<file path="config.mk">
export PLATFORM = sky130hd
export DESIGN_NAME = audio_mclk_div
export DESIGN_NICKNAME = d
export VERILOG_FILES = /design/src/rtl/audio_mclk_div.sv
export SDC_FILE = /design/constraint.sdc
export NUM_CORES = 1
export LEC_CHECK = 0
export BUFFER_PORTS_ARGS = -buffer_cell sky130_fd_sc_hd__buf_2
export CAP_MARGIN = 5
export CORE_ASPECT_RATIO = 0.9
export CORE_MARGIN = 1.5
export CORE_UTILIZATION = 65
export DETAILED_ROUTE_END_ITERATION = 8
export MAX_ROUTING_LAYER = met4
export PLACE_DENSITY = 0.86
export SLEW_MARGIN = 20
export SYNTH_ARGS = -nofsm -noshare
export SYNTH_HDL_FRONTEND = slang
export SYNTH_SLANG_ARGS = --single-unit
</file>
<file path="constraint.sdc">
create_clock -name clk -period 7.4 [get_ports clk]
set_input_delay 1.48 -clock clk [delete_from_list [all_inputs] [get_ports clk]]
set_output_delay 1.48 -clock clk [all_outputs]
set_load 0.01 [all_outputs]
</file>
<file path="src/rtl/audio_mclk_div.sv">
module audio_mclk_div #(
  parameter int M_W     = 10,
  parameter int N_W     = 14,
  parameter int D_W     = 10,
  parameter int M_MAX   = 512,
  parameter int N_MAX   = 8192,
  parameter int BYP_MAX = 511,
  parameter int LR_HALF = 32
) (
  input  logic           clk,
  input  logic           rst_n,
  input  logic           src0_stb,
  input  logic           src1_stb,
  input  logic           ext_stb,
  input  logic           src_sel,
  input  logic           frac_en,
  input  logic           bclk_stop,
  input  logic [M_W-1:0] cfg_m,
  input  logic [N_W-1:0] cfg_n,
  input  logic [D_W-1:0] cfg_bdiv,
  output logic           mclk_stb,
  output logic           bclk_rise,
  output logic           lrclk
);
  localparam int LR_W = $clog2(LR_HALF);
  localparam int S_W  = N_W + 1;

  logic [M_W-1:0]  m_q;
  logic [N_W-1:0]  n_q;
  logic [D_W-1:0]  d_q;
  logic [N_W-1:0]  acc;
  logic [D_W-1:0]  bcnt;
  logic [LR_W-1:0] lcnt;

  wire [N_W-1:0] m_ext   = N_W'(m_q);
  wire [S_W-1:0] sum     = S_W'(acc) + S_W'(m_q);
  wire           cfg_ok  = (m_q != '0) && (n_q != '0) &&
                           (m_q <= M_W'(M_MAX)) && (n_q <= N_W'(N_MAX)) &&
                           ({1'b0, n_q} >= {m_ext, 1'b0});
  wire           sel_stb = src_sel ? src1_stb : src0_stb;
  wire           frac_tick = frac_en && cfg_ok && sel_stb && (sum >= S_W'(n_q));
  wire           boundary  = !frac_en || !cfg_ok || frac_tick;
  wire           cfg_new   = (cfg_m != m_q) || (cfg_n != n_q) || (cfg_bdiv != d_q);
  wire           load      = bclk_stop && boundary && cfg_new;
  wire [D_W-1:0] div_eff   = (!frac_en && (d_q > D_W'(BYP_MAX))) ? D_W'(BYP_MAX) : d_q;
  wire           bit_end   = bcnt >= div_eff;
  wire           lr_end    = lcnt == LR_W'(LR_HALF - 1);

  always_ff @(posedge clk) begin
    if (!rst_n) begin
      m_q      <= '0;
      n_q      <= '0;
      d_q      <= '0;
      acc      <= '0;
      mclk_stb <= 1'b0;
    end else begin
      mclk_stb <= frac_en ? frac_tick : ext_stb;
      if (load) begin
        m_q <= cfg_m;
        n_q <= cfg_n;
        d_q <= cfg_bdiv;
        acc <= '0;
      end else if (!cfg_ok) begin
        acc <= '0;
      end else if (frac_en && sel_stb) begin
        acc <= frac_tick ? N_W'(sum - S_W'(n_q)) : N_W'(sum);
      end
    end
  end

  always_ff @(posedge clk) begin
    if (!rst_n) begin
      bcnt      <= '0;
      lcnt      <= '0;
      bclk_rise <= 1'b0;
      lrclk     <= 1'b0;
    end else if (load) begin
      bcnt      <= '0;
      bclk_rise <= 1'b0;
    end else if (mclk_stb && !bclk_stop) begin
      if (bit_end) begin
        bcnt      <= '0;
        bclk_rise <= 1'b1;
        lcnt      <= lr_end ? '0 : lcnt + 1'b1;
        if (lr_end) lrclk <= ~lrclk;
      end else begin
        bcnt      <= bcnt + 1'b1;
        bclk_rise <= 1'b0;
      end
    end else begin
      bclk_rise <= 1'b0;
    end
  end

  AST_ACC_BELOW_N: assert property (@(posedge clk) disable iff (!rst_n)
    cfg_ok |-> (acc < n_q));
  AST_MCLK_FROM_EDGE: assert property (@(posedge clk) disable iff (!rst_n)
    mclk_stb |-> $past(frac_en ? sel_stb : ext_stb));
  AST_NO_TICK_INVALID: assert property (@(posedge clk) disable iff (!rst_n)
    (frac_en && !cfg_ok) |=> !mclk_stb);
  AST_STOP_NO_BCLK: assert property (@(posedge clk) disable iff (!rst_n)
    bclk_stop |=> !bclk_rise);
  AST_CFG_HELD_RUNNING: assert property (@(posedge clk) disable iff (!rst_n)
    !bclk_stop |=> ($stable(m_q) && $stable(n_q) && $stable(d_q)));
  AST_LR_ON_BIT: assert property (@(posedge clk) disable iff (!rst_n)
    (lrclk != $past(lrclk)) |-> bclk_rise);
endmodule

</file>
==> results by group, run 1 <==
Detailed routing
  – Via count: about 4500
  – DRT Pass-1 Iters: 6
  – Antenna violation net count after detailed routing: 0
  – Via density: about 6.3
  – Routed WL per cell: 17.6 um
  – Iteration-0 DRC Markers: 297
  – DR DRC count: 0
  – Final wirelength: around 12000 um

Floorplanning
  – Die Height: between 80 and 90 um
  – Die area: 7870 um2
  – Core ar.: 7080 um2
  – # rows: 29
  – Die width: 93.4 um
  – Initial core utilization: 67.5%
  – IO Count: 45

Clocking
  – Num CTS Buffers: 9
  – Clock-pin slew on the worst setup and hold paths: around 80 ps
  – Postcts setup bufs: 0
  – Hold-fix buffers, CTS: 0
  – Clock Path Buffers: 2
  – CTS tree: yes
  – Post-CTS resize count: 0
  – Number of H-tree levels: 3
  – CTS root buf: clkbuf_8
  – CTS Sinks: between 60 and 70
  – Worst-Skew Late Latency: roughly 350 ps

Finish
  – Fillers: 559
  – End-of-flow core utilization: between 70 and 80%
  – Footprint of the multi-input gates: about 3200 um2
  – Sequential cell area: ~1300 um2
  – Post-route insts no fill: ~710
  – Nets: 701
  – # diodes: 0
  – Area grow syn2layout: 9.41%
  – Layout cell share with drive strength beyond 1: a little over an eighth

Synthesis
  – Synth Register Bits: 66
  – Cell with the most instances after synthesis: dfxtp_1
  – Yosys warnings: 0
  – Register area share after synthesis: 27.7%
  – Most instantiated cells after synthesis: dfxtp_1 (66), nand3_1 (49), nor2_1 (49), ha_1 (47), xnor2_1 (40)
  – Avg Cell Area, Syn: slightly above 8 um2
  – Main synth FF type: dfxtp_1
  – Number of library cell types mapped by synthesis: 61
  – Post-synth top area share: ~28%
  – Cell Area, Synth: between 4000 and 5000 um2
  – Number of flops mapped to enable cells by yosys: 0
  – Syn nets: about 670
  – Async S/R FF share, synth: 0%
  – Mapped Cells: ~580
  – Main area contributors after synthesis: dfxtp_1 (28%), ha_1 (12%), xnor2_1 (7.3%), nand3_1 (5.1%), xor2_1 (4.4%)
  – Synth area leader: dfxtp_1

Setup path
  – Buf/Inv on CP: 2
  – Critical path launch point type: register
  – WP data required: around 7700 ps
  – CP max stage delay: about 380 ps
  – Setup slack, reg-to-reg: 2800 ps
  – Endpoint class of the critical path: register
  – CP delay by family, top: compound AO/OA/AOI/OAI gates
  – CP arrival: roughly 4900 ps
  – Worst R2R Path Depth: 19
  – Reg2Reg Capture Point: bcnt[4]
  – Crit Path Class: register to register
  – Peak fanout along the critical path: 70
  – Reg2reg start: m_q[0]
  – Worst path slowest cell: nand3b_1
  – Worst path cell trace: ha_1 > inv_1 > fa_1 > nor2b_4 > o31a_4 > o31a_4 > a21oi_1 > nand3b_1 > xnor2_1 > ha_1 > a21o_1 > a21o_1 > a31o_2 > a41oi_2 > a21o_4 > a31oi_4 > buf_4 > nand3b_1 > nor2_1

Placement
  – Cell total after placement: roughly 690
  – Port buffer count: 44
  – GPL Wtd Cong: between 0.9 and 1
  – Final HPWL DP: between 9000 and 10000 um

Timing
  – Tcrit/Tclk final: 62.1%
  – Setup violations, final: 0
  – Fmax: 0.218 GHz
  – Max Slew Vio Count: 0
  – Skew final: around 9.9 ps
  – Worst-margin pin slew: around 1000 ps
  – Period minus WS final: approximately 4600 ps
  – Max-slew headroom: 30.1%
  – RSZ-0062 raised after global routing: no
  – Final hold slack: between 400 and 500 ps
  – Final Hold Vio Count: 0
  – Setup TNS: 0 ps

Run
  – Max cap viols: 0

Worst hold path
  – Hold path depth: 2
  – WHS Endpoint: d_q[0]
  – Hold wc startpoint: d_q[0]
  – Worst Hold Class: register to register

Power
  – Power density over the cells: 248 nW/um2
  – Leak pwr: about 2.1 nW
  – Peak supply drop: about 160 uV

GRT
  – Global-route wire length before repair: ~20000 um
  – GR Overflow Total: 0
  – Vias in the first global route: 4201
  – Top Usage Layer GRT: met2
  – GR met3 Demand/Resource: 5.62%
  – Initial antenna violation count: 0
  – GR Util met2: 54.4%
  – GRT Overall Usage: about a third
  – Met1 Use GR: 41.4%
  – Largest net degree at the start of global routing: 71

Outcome
  – Outcome: complete, no violations
[metal layers]
metal  vias to the layer above  wire (um)
li1                       2172          -
met1                      2115       5380
met2                       181       5880
met3                        26        901
met4                         0        311
met5                         -          0
[worst max path at each step]
| stage | startpoint | endpoint | slack [ps] | cells past startpoint |
|---|---|---|---|---|
| 2_1_floorplan | m_q[0] | acc[0] | 3460 | 18 |
| 3_3_place_gp | m_q[0] | bcnt[9] | 3060 | 19 |
| 3_5_place_dp | m_q[0] | bcnt[4] | 2860 | 19 |
| 4_1_cts | m_q[0] | bcnt[4] | 2810 | 19 |
| 5_1_grt | m_q[0] | bcnt[4] | 2510 | 19 |
| 6_report | m_q[0] | bcnt[4] | 2800 | 19 |
[sequential cells by signal, summed over array words and instances, names as in the netlist]
signal,count
acc,14
bclk_rise,1
bcnt,10
d_q,10
lcnt,5
lrclk,1
m_q,10
mclk_stb,1
n_q,14
[final cells by class]
| cell class | count | share of cell area, % |
|---|---|---|
| multi-input combinational | 457 | 61.8 |
| sequential | 66 | 25.3 |
| timing repair buffer | 45 | 4.36 |
| clock buffer | 11 | 2.90 |
| inverter | 31 | 2.23 |
| tap | 93 | 2.23 |
| clock inverter | 5 | 1.17 |
[worst reg2reg max path: cells and delay by family (launching register included)]
kind                     cells  cell delay [ps]
flip-flops                   1              370
AO/OA/AOI/OAI                9             1930
buffers and inverters        2              400
XOR/XNOR                     1              130
adder cells (fa/ha/maj)      3              780
AND/OR/NAND/NOR              4              880
[kinds of logic (layout without fill, tap and decap cells)]
kind of cell    count (synthesis)  count (layout)  synth area share [%]
compound gates                139             139                  20.7
xor+xnor                       64              64                  11.7
fa+ha+maj                      49              49                  13.2
buf+inv                        52              92                  4.69
flops                          66              66                  27.7
mux                             4               4                 0.891
simple gates                  201             201                  21.2
[metrics by stage]
stage | cell area, um2 | total power, mW | setup WS, ps
6_report | 5230 | 1.29 | 2800
5_1_grt | 5230 | 1.36 | 2510
4_1_cts | 5230 | 1.28 | 2810
3_5_place_dp | 5010 | 0.957 | 2860
3_3_place_gp | 5010 | 0.933 | 3060
2_1_floorplan | 4780 | 0.837 | 3460
[where the power goes]
part | leakage [nW] | internal [mW] | switching, mW
Clock | 0.0982 | 0.175 | 0.150
Combinational | 1.50 | 0.220 | 0.328
Sequential | 0.538 | 0.385 | 0.0356
Total | 2.13 | 0.780 | 0.513
[placed cells by master (no fill, tap or decap), drive strengths merged, types with 2 or more instances in the layout]
master    instances
nor2b             5
inv              32
o31ai            23
nand3b            2
mux2i             2
a21oi            32
or3               2
or4               4
mux2              2
a22oi             3
nor3             14
a31oi             8
buf              45
nand4            14
dfxtp            66
and3              5
nand2            35
o21ai            28
fa                2
ha               47
a311oi            2
xnor2            40
xor2             24
clkbuf           11
a211oi            8
nand2b            8
nand3            50
nor4              7
a21o             13
clkinvlp          3
nor2             50
o31a              3
o21a              4
a31o              2
a221oi            6
Note: power is estimated with default switching activity, not from simulation.
==> run 2: changes to the inputs <==
--- a/config.mk
+++ b/config.mk
@@ -5,14 +5,15 @@
 export SDC_FILE = /design/constraint.sdc
 export NUM_CORES = 1
 export LEC_CHECK = 0
+export ABC_AREA = 1
 export BUFFER_PORTS_ARGS = -buffer_cell sky130_fd_sc_hd__buf_2
 export CAP_MARGIN = 5
 export CORE_ASPECT_RATIO = 0.9
 export CORE_MARGIN = 1.5
-export CORE_UTILIZATION = 65
+export CORE_UTILIZATION = 55
 export DETAILED_ROUTE_END_ITERATION = 8
 export MAX_ROUTING_LAYER = met4
-export PLACE_DENSITY = 0.86
+export PLACE_DENSITY = 0.77
 export SLEW_MARGIN = 20
 export SYNTH_ARGS = -nofsm -noshare
 export SYNTH_HDL_FRONTEND = slang
==> constraint.sdc (replaced) <==
create_clock -name clk -period 4.1 [get_ports clk]
set_input_delay 0.82 -clock clk [delete_from_list [all_inputs] [get_ports clk]]
set_output_delay 0.82 -clock clk [all_outputs]
set_load 0.01 [all_outputs]
==> run 2 against run 1 <==
  * Core utilization shrank 11 points
  * Highest routed layer unchanged
  * Non-clock buffer count grew 6
  * Critical endpoint is now n_q[7]
  * Largest cell class unchanged
  * Largest power group unchanged
  * Synthesized area grew 7.1%
==> results by group, run 2 <==
Worst hold path
  – Hold wc startpoint: acc[2]
  – Worst Hold Class: register to register
  – WHS Endpoint: acc[2]
  – Hold path depth: 2 (unchanged)

Timing
  – Worst-margin pin slew: 810 ps (-237 ps)
  – Final Hold Vio Count: 0 (unchanged)
  – RSZ-0062 raised after global routing: no
  – Period minus WS final: 3790 ps (-811 ps)
  – Skew final: 10.4 ps (+0.560 ps)
  – Setup violations, final: 0 (unchanged)
  – Tcrit/Tclk final: 92.3% (+30 points)
  – Max-slew headroom: 46.0% (+16 points)
  – Max Slew Vio Count: 0 (unchanged)
  – Setup TNS: 0 ps (unchanged)
  – Fmax: 0.264 GHz (+21%)

Synthesis
  – Synth Register Bits: 66 (unchanged)
  – Mapped Cells: 754 (+31%)
  – Main area contributors after synthesis: dfxtp_1 (26%), ha_1 (11%), nand2_1 (11%), nor2_1 (8.7%), a21oi_1 (6.1%)
  – Async S/R FF share, synth: 0% (unchanged)
  – Syn nets: 845 (+27%)
  – Cell Area, Synth: 5110 um2 (+7.1%)
  – Most instantiated cells after synthesis: nand2_1 (148), nor2_1 (119), inv_1 (82), dfxtp_1 (66), a21oi_1 (62)
  – Number of library cell types mapped by synthesis: 41 (-33%)
  – Yosys warnings: 0 (unchanged)
  – Register area share after synthesis: 25.8% (-1.8 points)
  – Main synth FF type: dfxtp_1
  – Synth area leader: dfxtp_1
  – Avg Cell Area, Syn: 6.78 um2 (-18%)
  – Cell with the most instances after synthesis: nand2_1
  – Post-synth top area share: 25.8% (-1.8 points)
  – Number of flops mapped to enable cells by yosys: 0 (unchanged)

Power
  – Switching Fraction: 38.8% (-0.84 points)
  – Power density over the cells: 394 nW/um2 (+59%)
  – Logic pwr share: 38.0% (-4.4 points)
  – Psw: 877 uW (+71%)
  – P_int: 1.38 mW (+77%)
  – Peak supply drop: 254 uV (+63%)
  – Leak pwr: 2.66 nW (+25%)
  – Clock share of power: 28.8% (+3.7 points)
  – Sequential share of power: 33.2% (+0.7 points)

Floorplanning
  – Die area: 9890 um2 (+26%)
  – Die Height: 94.5 um (+12%)
  – IO Count: 45 (unchanged)
  – Core ar.: 9080 um2 (+28%)
  – Initial core utilization: 56.3% (-11 points)
  – # rows: 33 (+14%)
  – Die width: 105 um (+12%)

GRT
  – GRT Overall Usage: 29.1% (-4.3 points)
  – Initial antenna violation count: 0 (unchanged)
  – Largest net degree at the start of global routing: 48 (-32%)
  – Vias in the first global route: 4704 (+12%)
  – Global-route wire length before repair: 22200 um (+10%)
  – GR Overflow Total: 0 (unchanged)

Detailed routing
  – DRT Pass-1 Iters: 5 (-1)
  – Iteration-0 DRC Markers: 331 (+11%)
  – Antenna violation net count after detailed routing: 0 (unchanged)
  – DR DRC count: 0 (unchanged)
  – Via density: 5.50 (-13%)
  – Via count: 5094 (+13%)
  – Final wirelength: 13700 um (+10%)
  – Routed WL per cell: 14.8 um (-16%)

Placement
  – Port buffer count: 44 (unchanged)
  – Final HPWL DP: 10500 um (+13%)
  – GPL Wtd Cong: 1.01 (+5.5%)

Setup path
  – WP data required: 4380 ps (-3300 ps)
  – Critical path launch point type: register
  – Worst path slowest cell: dfxtp_2
  – CP max stage delay: 400 ps (+20 ps)
  – Peak fanout along the critical path: 24 (-66%)
  – Reg2reg start: m_q[0]
  – Worst R2R Path Depth: 19 (unchanged)
  – Endpoint class of the critical path: register
  – CP arrival: 4060 ps (-810 ps)
  – Setup slack, reg-to-reg: 310 ps (-2490 ps)
  – Reg2Reg Capture Point: n_q[7]
  – Crit Path Class: register to register
  – Worst path cell trace: ha_1 > inv_1 > fa_1 > inv_1 > nand2_1 > nand3_1 > a31oi_1 > o21ai_0 > nand2_1 > ha_1 > a21oi_1 > nand2_1 > a21oi_1 > nand3_2 > a21o_4 > nand2_8 > buf_16 > o21ai_1 > a21oi_1

Run
  – Max cap viols: 0 (unchanged)

Clocking
  – Hold-fix buffers, CTS: 0 (unchanged)
  – Clock Path Buffers: 2 (unchanged)
  – CTS tree: yes
  – Number of H-tree levels: 3 (unchanged)
  – Num CTS Buffers: 9 (unchanged)
  – CTS Sinks: 66 (unchanged)
  – Worst-Skew Late Latency: 350 ps (about the same)
  – Clock-pin slew on the worst setup and hold paths: 90 ps (about the same)
  – CTS root buf: clkbuf_8

Finish
  – Layout cell share with drive strength beyond 1: 12.9% (-0.58 points)
  – Nets: 891 (+27%)
  – End-of-flow core utilization: 63.1% (-11 points)
  – Most frequent cells in the layout: nand2_1 (148), nor2_1 (118), inv_1 (82)
  – Most common cell after layout, fill and taps aside: nand2_1
  – Area grow syn2layout: 12.0%
  – Fillers: 861 (+54%)
  – Biggest regs: acc x14, n_q x14
  – # diodes: 0 (unchanged)

Outcome
  – Outcome: complete, no violations
## run 2: through the flow
stage | power (mW) | cells | hold WS, ps | setup slack, ps | area (um2)
final | 2.26 | 927 | 483 | 314 | 5730
after global routing | 2.40 | 927 | 503 | 2.97 | 5730
after CTS | 2.23 | 925 | 482 | 230 | 5670
after detailed placement | 1.58 | 909 | 471 | 263 | 5440
after global placement | 1.56 | 909 | 461 | 386 | 5440
after floorplan | 1.38 | 754 | 446 | 850 | 5110
## run 2: metal layers
layer / vias to the layer above / wire, um / track usage, %
met5: - / 0 / -
met1: 2330 / 6340 / 38.8
met4: 0 / 257 / 6.85
met3: 23 / 1000 / 4.69
met2: 189 / 6120 / 46.6
li1: 2552 / - / -
## run 2: how the worst max path moves through the flow
stage | startpoint | end | slack [ps]
after floorplan | m_q[0] | lrclk | 850
final | m_q[0] | n_q[7] | 310
after CTS | m_q[0] | acc[12] | 230
after global routing | m_q[0] | n_q[3] | 3
after detailed placement | m_q[0] | acc[12] | 260
after global placement | m_q[0] | acc[1] | 390
## run 2: area by class of cell
cell class              instances  area [um2]  area share (%)
multi-input cells             585        3370            58.8
flip-flops and latches         66        1320            23.1
inverters                      87         328            5.72
repair buffers                 51         323            5.63
well taps                     122         153            2.66
clock buffers                  10         138            2.40
clock inverters                 6        95.1            1.66
## run 2: power groups by stage
stage	logic [mW]	registers, mW	clock network, mW
6_report	0.858	0.750	0.649
5_1_grt	0.964	0.756	0.682
4_1_cts	0.824	0.748	0.656
3_5_place_dp	0.817	0.763	0
3_3_place_gp	0.802	0.759	0
2_1_floorplan	0.634	0.743	0
## run 2: logic make-up (layout without fill, tap and decap cells)
family                   after synthesis  in the layout  share of synthesized area [%]
AND/OR/NAND/NOR                      345            345                           29.6
flip-flops                            66             66                           25.8
AO/OA/AOI/OAI                        142            142                           15.5
XOR/XNOR                              49             49                           8.39
adder cells (fa/ha/maj)               49             49                           12.3
buffers and inverters                103            154                           8.39
## run 2: repair_timing
item | 4_1_cts | 5_1_grt
setup endpoints to repair | 0 | 39
buffers inserted | 0 | 1
resized for setup | 0 | 5
## run 2: worst max-delay path: cells and delay by family (launching register included)
kind / cells / cell delay, ps
fa+ha+maj: 3 / 970
buf+inv: 3 / 360
compound gates: 7 / 1290
simple gates: 6 / 700
flops: 1 / 400
==> run 3: changes to the inputs <==
--- a/config.mk
+++ b/config.mk
@@ -5,7 +5,6 @@
 export SDC_FILE = /design/constraint.sdc
 export NUM_CORES = 1
 export LEC_CHECK = 0
-export ABC_AREA = 1
 export BUFFER_PORTS_ARGS = -buffer_cell sky130_fd_sc_hd__buf_2
 export CAP_MARGIN = 5
 export CORE_ASPECT_RATIO = 0.9
@@ -13,8 +12,8 @@
 export CORE_UTILIZATION = 55
 export DETAILED_ROUTE_END_ITERATION = 8
 export MAX_ROUTING_LAYER = met4
-export PLACE_DENSITY = 0.77
-export SLEW_MARGIN = 20
+export PLACE_DENSITY = 0.78
+export SLEW_MARGIN = 10
 export SYNTH_ARGS = -nofsm -noshare
 export SYNTH_HDL_FRONTEND = slang
 export SYNTH_SLANG_ARGS = --single-unit
==> run 3 against run 2 <==
  * Critical path depth down 1
  * Via count down 12%
  * Final cell count down 19%
  * Sequential share of layout area up 1.2 points
  * Critical path type unchanged
  * Critical endpoint is now acc[0]
==> results by group, run 3 (synthesized netlist as in run 1, its figures left out) <==
Outcome
  – Outcome: complete, no violations

Finish
  – Layout cell share with drive strength beyond 1: 17.0% (+4.1 points)
  – # diodes: 0 (unchanged)
  – Most common cell after layout, fill and taps aside: dfxtp_1
  – Fillers: 751 (-13%)
  – Post-route insts no fill: 747 (-19%)
  – Nets: 714 (-20%)
  – Area grow syn2layout: 13.6%
  – Most frequent cells in the layout: dfxtp_1 (66), nor2_1 (49), nand3_1 (48)
  – End-of-flow core utilization: 63.9% (+0.87 points)
  – Biggest regs: acc x14, n_q x14

Detailed routing
  – DRT Pass-1 Iters: 4 (-1)
  – Final wirelength: 12800 um (-7.0%)
  – Antenna violation net count after detailed routing: 0 (unchanged)
  – Iteration-0 DRC Markers: 264 (-20%)
  – Via count: 4495 (-12%)
  – Via density: 6.02 (+9.5%)
  – Routed WL per cell: 17.1 um (+15%)
  – DR DRC count: 0 (unchanged)

GRT
  – Global-route wire length before repair: 20500 um (-7.5%)
  – Initial antenna violation count: 0 (unchanged)
  – Largest net degree at the start of global routing: 50 (+4.2%)
  – Vias in the first global route: 4282 (-9.0%)
  – GRT Overall Usage: 29.3% (+0.15 points)
  – GR Overflow Total: 0 (unchanged)

Run
  – Max cap viols: 0 (unchanged)

Placement
  – Pre-CTS setup slack: 6.73 ps (-256 ps)
  – Final HPWL DP: 9670 um (-8.0%)
  – GPL Wtd Cong: 0.972 (-3.9%)
  – Cell total after placement: 726 (-20%)
  – Port buffer count: 44 (unchanged)

Setup path
  – CP arrival: 4230 ps (+170 ps)
  – Peak fanout along the critical path: 6 (-75%)
  – Crit Path Class: register to register
  – Critical path launch point type: register
  – Endpoint class of the critical path: register
  – WP data required: 4370 ps (about the same)

Timing
  – Max-slew headroom: 29.7% (-16 points)
  – Period minus WS final: 3960 ps (+175 ps)
  – Tcrit/Tclk final: 96.6% (+4.3 points)
  – Setup violations, final: 0 (unchanged)
  – Setup TNS: 0 ps (unchanged)
  – Fmax: 0.252 GHz (-4.4%)
  – Setup WS post-layout: 139 ps (-175 ps)
  – Skew final: 8.99 ps (-1.43 ps)
  – Max Slew Vio Count: 0 (unchanged)
  – Final Hold Vio Count: 0 (unchanged)
  – Worst-margin pin slew: 1050 ps (+242 ps)

Power
  – Psw: 956 uW (+9.1%)
  – Sequential share of power: 31.6% (-1.6 points)
  – Post-layout total power: 2.40 mW (+6.3%)
  – Power density over the cells: 442 nW/um2 (+12%)
  – Logic pwr share: 43.7% (+5.7 points)
  – P_int: 1.44 mW (+4.5%)
  – Peak supply drop: 292 uV (+15%)
  – Clock share of power: 24.8% (-4.0 points)
  – Switching Fraction: 39.9% (+1.0 points)
  – Leak pwr: 2.21 nW (-17%)

Clocking
  – CTS Sinks: 66 (unchanged)
  – Number of H-tree levels: 3 (unchanged)
  – Worst-Skew Late Latency: 360 ps (about the same)
  – Hold-fix buffers, CTS: 0 (unchanged)
  – Num CTS Buffers: 9 (unchanged)
  – CTS root buf: clkbuf_8
  – Clock Path Buffers: 2 (unchanged)
  – Clock-pin slew on the worst setup and hold paths: 80 ps (about the same)
  – CTS tree: yes

Floorplanning
  – Die area: 9250 um2 (-6.4%)
  – Initial core utilization: 56.3% (about the same)
  – Die Height: 91.4 um (-3.3%)
  – Core ar.: 8490 um2 (-6.6%)
  – IO Count: 45 (unchanged)
  – # rows: 32 (-3.0%)
  – Die width: 101 um (-3.3%)

Worst hold path
  – Worst Hold Class: register to register
[run 3: changes by cell type in the layout (fill, tap and decap cells not counted), moves of 7 or more]
cell,change
a21oi_2,-11
o31ai_1,+23
o21ai_0,-16
nor2_1,-69
nand2_1,-113
xnor2_1,+20
inv_1,-52
a21oi_1,-30
a21o_1,+10
buf_4,+9
o21ai_1,-11
nand3_1,+9
nor3_1,+7
nand2b_1,+7
[run 3: critical path, cell delays in order, from the launching register on]
cell	delay [ps]
dfxtp_1	320
ha_2	190
inv_2	60
fa_2	230
nor2b_4	50
o31a_4	290
o31a_4	320
a21oi_4	160
nand3b_1	170
xnor2_1	140
ha_1	260
a21o_1	180
a21o_1	170
a31o_2	210
a41oi_2	200
a21o_4	200
nand2b_4	180
mux2_2	360
a211oi_2	200
[run 3: final timing paths]
kind	startpoint	endpoint	slack, ps	cells past startpoint
max	m_q[0]	acc[0]	140	18
min	lcnt[3]	lcnt[3]	490	2
max reg2reg	m_q[0]	acc[0]	140	18
min reg2reg	lcnt[3]	lcnt[3]	490	2
[run 3: power groups by stage]
stage / clock, mW / combinational (mW) / sequential (mW)
after floorplan: 0 / 0.758 / 0.752
after global placement: 0 / 0.943 / 0.767
after detailed placement: 0 / 0.984 / 0.768
after CTS: 0.596 / 1.00 / 0.754
after global routing: 0.628 / 1.15 / 0.763
final: 0.594 / 1.05 / 0.757
[run 3: through the flow]
| step | instance area [um2] | hold WS, ps |
|---|---|---|
| after floorplan | 4780 | 453 |
| after global placement | 5100 | 471 |
| after global routing | 5430 | 525 |
| after CTS | 5330 | 493 |
| after detailed placement | 5100 | 481 |
| final | 5430 | 490 |
[run 3: routing by layer]
layer / GRT usage [%] / vias up / wire, um / part of all wire (%)
met2: 45.8 / 142 / 5850 / 46
met5: - / - / 0 / 0
met1: 36.2 / 2124 / 5650 / 44
li1: - / 2192 / - / -
met4: 13.3 / 0 / 461 / 3.6
met3: 6.00 / 37 / 785 / 6.2
[run 3: timing repair]
action	4_1_cts	5_1_grt
hold endpoints to repair	0	0
gates resized for setup	3	14
pin swaps	0	5
setup endpoints to repair	1	50
setup buffers	0	5
[run 3: cell type report]
class	count	area, um2	area share, %
multi-input cells	457	3300	60.8
flip-flops and latches	66	1320	24.3
repair buffers	58	329	6.06
clock buffers	11	151	2.79
well taps	119	149	2.74
inverters	31	116	2.14
clock inverters	5	60.1	1.11
